## src/rtl/sr_pkg.sv

```systemverilog
package sr_pkg;
  localparam int SR_W = 8;
  // event register bits that never set
  localparam logic [SR_W-1:0] ESR_RSVD  = 8'h42;
  localparam logic [SR_W-1:0] ESR_RESET = 8'h80;
  // status byte bit positions
  localparam int STB_RQ  = 6;
  localparam int STB_ESB = 5;
  localparam int STB_MAV = 4;
  // request enable bit that is not storable
  localparam logic [SR_W-1:0] SRE_ZERO = 8'h40;
endpackage

```

## src/rtl/sr_event_reg.sv

```systemverilog
module sr_event_reg #(
  parameter int W = 8,
  parameter logic [W-1:0] RSVD = '0,
  parameter logic [W-1:0] RST  = '0
) (
  input  logic         clk,
  input  logic         rst_n,
  input  logic [W-1:0] evt,
  input  logic         clr,
  output logic [W-1:0] q
);
  for (genvar i = 0; i < W; i++) begin : g_bit
    if (RSVD[i]) begin : g_rsvd
      assign q[i] = 1'b0;
    end else begin : g_live
      logic b_q;
      always_ff @(posedge clk or negedge rst_n) begin
        if (!rst_n) b_q <= RST[i];
        else        b_q <= (b_q & ~clr) | evt[i];
      end
      assign q[i] = b_q;
    end
  end
endmodule

```

## src/rtl/sr_mask_reg.sv

```systemverilog
module sr_mask_reg #(
  parameter int W = 8,
  parameter logic [W-1:0] RST  = '0,
  parameter logic [W-1:0] ZERO = '0
) (
  input  logic         clk,
  input  logic         rst_n,
  input  logic         wr_en,
  input  logic [W-1:0] wr_data,
  output logic [W-1:0] q
);
  logic [W-1:0] m_q;
  always_ff @(posedge clk or negedge rst_n) begin
    if (!rst_n)     m_q <= RST & ~ZERO;
    else if (wr_en) m_q <= wr_data & ~ZERO;
  end
  assign q = m_q;
endmodule

```

## src/rtl/sr_service.sv

```systemverilog
module sr_service
  import sr_pkg::*;
(
  input  logic            clk,
  input  logic            rst_n,
  input  logic [SR_W-1:0] esr,
  input  logic [SR_W-1:0] ese,
  input  logic [SR_W-1:0] sre,
  input  logic [SR_W-1:0] ext_sum,
  input  logic            mav,
  input  logic            poll_clr,
  output logic [SR_W-1:0] query_byte,
  output logic [SR_W-1:0] poll_byte,
  output logic            rqs
);
  localparam logic [SR_W-1:0] EXT_USE =
    ~((SR_W'(1) << STB_RQ) | (SR_W'(1) << STB_ESB) | (SR_W'(1) << STB_MAV));

  logic            esb;
  logic            mss;
  logic            mss_q;
  logic            rqs_q;
  logic [SR_W-1:0] base;

  always_comb begin
    esb  = |(esr & ese);
    base = ext_sum & EXT_USE;
    base[STB_ESB] = esb;
    base[STB_MAV] = mav;
    mss  = |(base & sre);
  end

  always_ff @(posedge clk or negedge rst_n) begin
    if (!rst_n) begin
      mss_q <= 1'b0;
      rqs_q <= 1'b0;
    end else begin
      mss_q <= mss;
      rqs_q <= (mss & ~mss_q) | (rqs_q & ~poll_clr);
    end
  end

  always_comb begin
    query_byte = base;
    query_byte[STB_RQ] = mss;
    poll_byte  = base;
    poll_byte[STB_RQ]  = rqs_q;
  end
  assign rqs = rqs_q;
endmodule

```

## src/rtl/status_report_unit.sv

```systemverilog
module status_report_unit
  import sr_pkg::*;
#(
  parameter logic [7:0] ESE_RESET = 8'h00,
  parameter logic [7:0] SRE_RESET = 8'h00
) (
  input  logic       clk,
  input  logic       rst_n,
  input  logic [7:0] evt_pulse,
  input  logic       ese_wr_en,
  input  logic [7:0] ese_wr_data,
  output logic [7:0] ese_rd_data,
  input  logic       sre_wr_en,
  input  logic [7:0] sre_wr_data,
  output logic [7:0] sre_rd_data,
  output logic [7:0] esr_value,
  input  logic [7:0] ext_sum,
  input  logic       mav_in,
  output logic [7:0] query_byte,
  output logic [7:0] poll_byte,
  input  logic       poll_strobe,
  output logic       srq,
  input  logic       cls_strobe,
  input  logic       cls_after_term,
  output logic       clr_oq
);
  sr_event_reg #(.W(SR_W), .RSVD(ESR_RSVD), .RST(ESR_RESET)) u_esr (
    .clk(clk), .rst_n(rst_n), .evt(evt_pulse), .clr(cls_strobe), .q(esr_value)
  );

  sr_mask_reg #(.W(SR_W), .RST(ESE_RESET), .ZERO('0)) u_ese (
    .clk(clk), .rst_n(rst_n), .wr_en(ese_wr_en), .wr_data(ese_wr_data), .q(ese_rd_data)
  );

  sr_mask_reg #(.W(SR_W), .RST(SRE_RESET), .ZERO(SRE_ZERO)) u_sre (
    .clk(clk), .rst_n(rst_n), .wr_en(sre_wr_en), .wr_data(sre_wr_data), .q(sre_rd_data)
  );

  sr_service u_svc (
    .clk(clk), .rst_n(rst_n), .esr(esr_value), .ese(ese_rd_data), .sre(sre_rd_data),
    .ext_sum(ext_sum), .mav(mav_in), .poll_clr(poll_strobe),
    .query_byte(query_byte), .poll_byte(poll_byte), .rqs(srq)
  );

  assign clr_oq = cls_strobe & cls_after_term;
endmodule

```

## config.mk

```make
export PLATFORM = sky130hd
export DESIGN_NAME = status_report_unit
export DESIGN_NICKNAME = d
export VERILOG_FILES = /design/src/rtl/sr_pkg.sv /design/src/rtl/sr_event_reg.sv /design/src/rtl/sr_mask_reg.sv /design/src/rtl/sr_service.sv /design/src/rtl/status_report_unit.sv
export SDC_FILE = /design/constraint.sdc
export NUM_CORES = 1
export LEC_CHECK = 0
export BUFFER_PORTS_ARGS = -buffer_cell sky130_fd_sc_hd__buf_2
export CAP_MARGIN = 0
export CORE_UTILIZATION = 35
export DETAILED_ROUTE_END_ITERATION = 10
export PLACE_DENSITY_LB_ADDON = 0.08
export SLEW_MARGIN = 20
export SYNTH_ARGS = -nofsm -noshare
export SYNTH_HDL_FRONTEND = slang
export SYNTH_SLANG_ARGS = --single-unit
```

## constraint.sdc

```tcl
create_clock -name clk -period 1.29 [get_ports clk]
set_input_delay 0.258 -clock clk [delete_from_list [all_inputs] [get_ports clk]]
set_output_delay 0.258 -clock clk [all_outputs]
set_load 0.02 [all_outputs]
```

Word level (Yosys, flattened, before mapping)

Index checks and enable logic that the tools add are counted.
Widths: inputs -> output; s select.

Register bits: 23
Input bits: 40
Output and inout port bits: 42
Word-level logic and storage cells: 33

Bitwise operators: 21
Reductions and logical operators: 2

Operators by type and width:

| kind            | count |
|---|---|
| $and 8x8->8     | 2 |
| $reduce_or 8->1 | 2 |
| $and 1x1->1     | 9 |
| $or 1x1->1      | 7 |
| $not 1->1       | 3 |

Longest topological paths before layout

Depth after elaboration: 6
Gate-level depth with buffers: 4
Gate-level depth less buffers: 4

Modules after synthesis

Synthesis repeated with hierarchy kept, for this count alone.

Cells, all modules: 88
Area, all modules: 1188.6 um^2

By module, submodules not included:

| module               | times used | cells an instance | area each (um^2) | seq. area each (um^2) |
|---|---|---|---|---|
| sr_mask_reg at u_ese | 1          | 17                | 331.6            | 200.2 |
| sr_mask_reg at u_sre | 1          | 17                | 302.8            | 175.2 |
| sr_service           | 1          | 31                | 284.0            | 50.0 |
| sr_event_reg         | 1          | 22                | 264.0            | 151.4 |
| status_report_unit   | 1          | 1                 | 6.3              | 0.0 |

Worst setup path after synthesis

Ideal clock, no wire load.

Kind: reg2out
From: reg u_ese.m_q[7] (netlist: u_ese.q[7])
To: out query_byte[6]
Arrival: 1.114 ns
Data required time: 1.032 ns
Slack: -0.082 ns
Cell stages (with the launch flop): 5
Path buffers: 1
Cell sequence: dfrtp_1 -> a22oi_2 -> nand3_2 -> a21o_1 -> buf_4

Longest elaborated chain between the ends: 4

Ends and longest elaborated chain:

| element                  | RTL line                 | text |
|---|---|---|
| start: declaration       | sr_mask_reg.sv:12        | `logic [W-1:0] m_q;` |
| start signal: assignment | sr_mask_reg.sv:14        | `if (!rst_n) m_q <= RST & ~ZERO;` |
| start signal: assignment | sr_mask_reg.sv:15        | `else if (wr_en) m_q <= wr_data & ~ZERO;` |
| $and 8x8->8              | sr_service.sv:26         | `esb = \|(esr & ese);` |
| $reduce_or 8->1          | sr_service.sv:26         |  |
| net u_svc.esb            | sr_service.sv:19         | `logic esb;` |
| $and 8x8->8              | sr_service.sv:30         | `mss = \|(base & sre);` |
| $reduce_or 8->1          | sr_service.sv:30         |  |
| end: declaration         | status_report_unit.sv:19 | `output logic [7:0] query_byte,` |

The timed path passes the listed nets, and every way through them passes these cells.

Final worst setup path

From: reg u_ese.m_q[7] (netlist: u_ese.q[7])
To: out query_byte[6]

Longest elaborated chain between the ends: 4

Ends and longest elaborated chain:

| element         | RTL line |
|---|---|
| $and 8x8->8     | sr_service.sv:26 |
| $reduce_or 8->1 | sr_service.sv:26 |
| $and 8x8->8     | sr_service.sv:30 |
| $reduce_or 8->1 | sr_service.sv:30 |

Every way passes these cells.

==> qor.csv <==
metric,value,unit
outcome,"complete, but fails checks",
violations,setup timing,
switching_share,30.2,%
wire_per_inst,11.3,um
hold_ws,125,ps
yosysTopAreaCellShare,50.0,%
nNetsFinal,193,
power_frac_clock,18.8,%
grt_usage,13.4,%
leakagePower,0.814,nW
grt-ovfl-total,0,
ir_drop,0.000615,V
antenna_found_initial,0,
rsz0062_at_grt,yes,
dieArea,3370,um2
start_kind,flop,
maxCapViolCount,0,
finClkSkew,5.84,ps
ys_seq_area_share,52.4,%
r2r_cells,4,
globalplace.congestion,0.693,
fin_setup_tns,-949,ps
vias,833,
port_buffers,72,
arrival,1390,ps
die_w,58.1,um
p_per_area,1080,nW/um2
h-tree-depth,1,
period_needed,1650,ps
place_area,1430,um2
holdPathStages,2,
clk_latency,300,ps
dpl.hpwl,1760,um
fin_crit_sh,128,%
rows,19,
drtAntennaViolNets,0,
critPathLaunch,u_ese.q[7]$_DFFE_PN0P_,
grt_pass1_vias,793,
final_common_cell,buf_2,
synthTopCellsByArea,"dfrtp_1 (50%), buf_4 (17%), mux2_2 (15%), a21o_1 (4.8%), a22oi_2 (3.4%)",
slew_viol_final,0,
diodes,0,
tightest_slew,505,ps
p_total,1.69,mW
grt_max_degree,24,
hold_viol,0,
fin_area,1570,um2
drt_wl_total,2180,um
synth_warnings,0,
crit_path_max_fanout,3,
vias_per_cell,4.29,
synth_area,1100,um2
drive_gt1_share,73.7,%
root_buffer,clkbuf_4,
final-setup-viol-count,3,
synth_area_leader_cell,dfrtp_1,
clockBufferDepth,2,
synthCells,86,
syn_to_final_growth,42.6,%
final_cell_mix,"buf_2 (57), dfrtp_1 (19), buf_6 (17)",
setup_slack,-358,ps
end_kind,primary output,
r2r_start,u_ese.q[7]$_DFFE_PN0P_,
initial_utilization,38.3,%
power_switching,0.511,mW
numCtsBuffers,3,
grt_pass1_wl,3440,um
first_pass_iters,3,
ff2ff_setup_slack,80,ps
yosys_register_bits,23,
intPower,1.18,mW
pwr-share-seq,49.4,%
coreArea,2880,um2
fp.dieH,58.1,um
min_from,evt_pulse[4],
min_path_type,in -> reg,
final_cells,194,
p_comb_share,31.8,%
avgSynthCellArea,12.8,um2
worstPathRequired,1030,ps
fmax,607,MHz
critPathKind,reg -> out,
tritoncts,built,
clk_pin_slew,120,ps
yosysUniqueCellTypes,14,
relSlewSlack,66.3,%
pin_count,82,
drc,0,
drt_iter0_markers,12,
placed_cells,188,
cts.sinks,23,
[what timing repair did]
item	in CTS	in global routing
hold buffers	1	0
setup buffers	1	4
resized for setup	3	29
hold endpoints to repair	22	0
endpoints found under the setup margin	4	16
[power by group through the flow]
stage          Sequential, mW  Combinational, mW  Clock [mW]
2_1_floorplan           0.919              0.248           0
3_3_place_gp            0.848              0.472           0
3_5_place_dp            0.853              0.477           0
4_1_cts                 0.838              0.490       0.340
5_1_grt                 0.848              0.577       0.375
6_report                0.838              0.538       0.319
[cell usage after synthesis]
cell type	instances
buf_2	2
mux2_2	15
inv_1	3
conb_1	1
a21o_1	7
nand3_2	1
a22oi_2	3
and2_1	1
buf_4	25
dfrtp_1	22
nand3_1	1
dfstp_2	1
a22oi_1	3
a22o_1	1
[sequential cells by signal, indices dropped and copies added (netlist names)]
| signal | count |
|---|---|
| u_esr.g_bit.g_live.b_q | 6 |
| u_sre.q | 7 |
| u_svc.mss_q | 1 |
| u_svc.rqs | 1 |
| u_ese.q | 8 |
[metrics by stage]
step           util [%]  setup WS, ps
6_report           54.6          -358
5_1_grt            54.6          -467
4_1_cts            51.4          -376
3_5_place_dp       49.5         -22.7
3_3_place_gp       49.5        -0.945
2_1_floorplan         -         -11.6
[cells by family (layout without fill, tap and decap cells)]
logic type             Yosys count  in the layout  synth area share [%]
other                            1              3                 0.341
AO/OA/AOI/OAI                   14             14                  11.0
buffers and inverters           30             94                  19.0
multiplexers                    15             15                  15.3
AND/OR/NAND/NOR                  3              3                  1.93
flip-flops                      23             23                  52.4
[worst max-delay path: stages (launching register included)]
cell	delay, ps
dfrtp_2	430
a22oi_2	190
nand3_2	110
a21o_1	200
buf_2	160
[per-layer routing]
metal  vias to the layer above  global-route usage [%]  part of all wire, %
li1                        401                       -                    -
met3                         2                    5.36                  6.1
met5                         -                       0                    0
met4                         0                    2.04                 0.69
met2                        37                    22.3                   50
met1                       393                    16.6                   43
[layout make-up]
| class | count | area, um2 |
|---|---|---|
| Inverter | 3 | 11.3 |
| Clock buffer | 4 | 26.3 |
| Tap cell | 42 | 52.6 |
| Timing Repair Buffer | 87 | 577 |
| Sequential cell | 23 | 581 |
| Multi-Input combinational cell | 35 | 323 |
| Fill cell | 272 | 1310 |
[final timing paths]
check                                                           end
worst max-delay path                                  query_byte[6]
worst min-delay path            u_esr.g_bit[4].g_live.b_q$_DFF_PN0_
worst max register to register                  u_svc.rqs$_DFF_PN0_
worst min register to register               u_ese.q[1]$_DFFE_PN0P_
max in group asynchronous                    u_ese.q[2]$_DFFE_PN0P_
min in group asynchronous       u_esr.g_bit[0].g_live.b_q$_DFF_PN0_
Note: power is estimated with default switching activity, not from simulation.
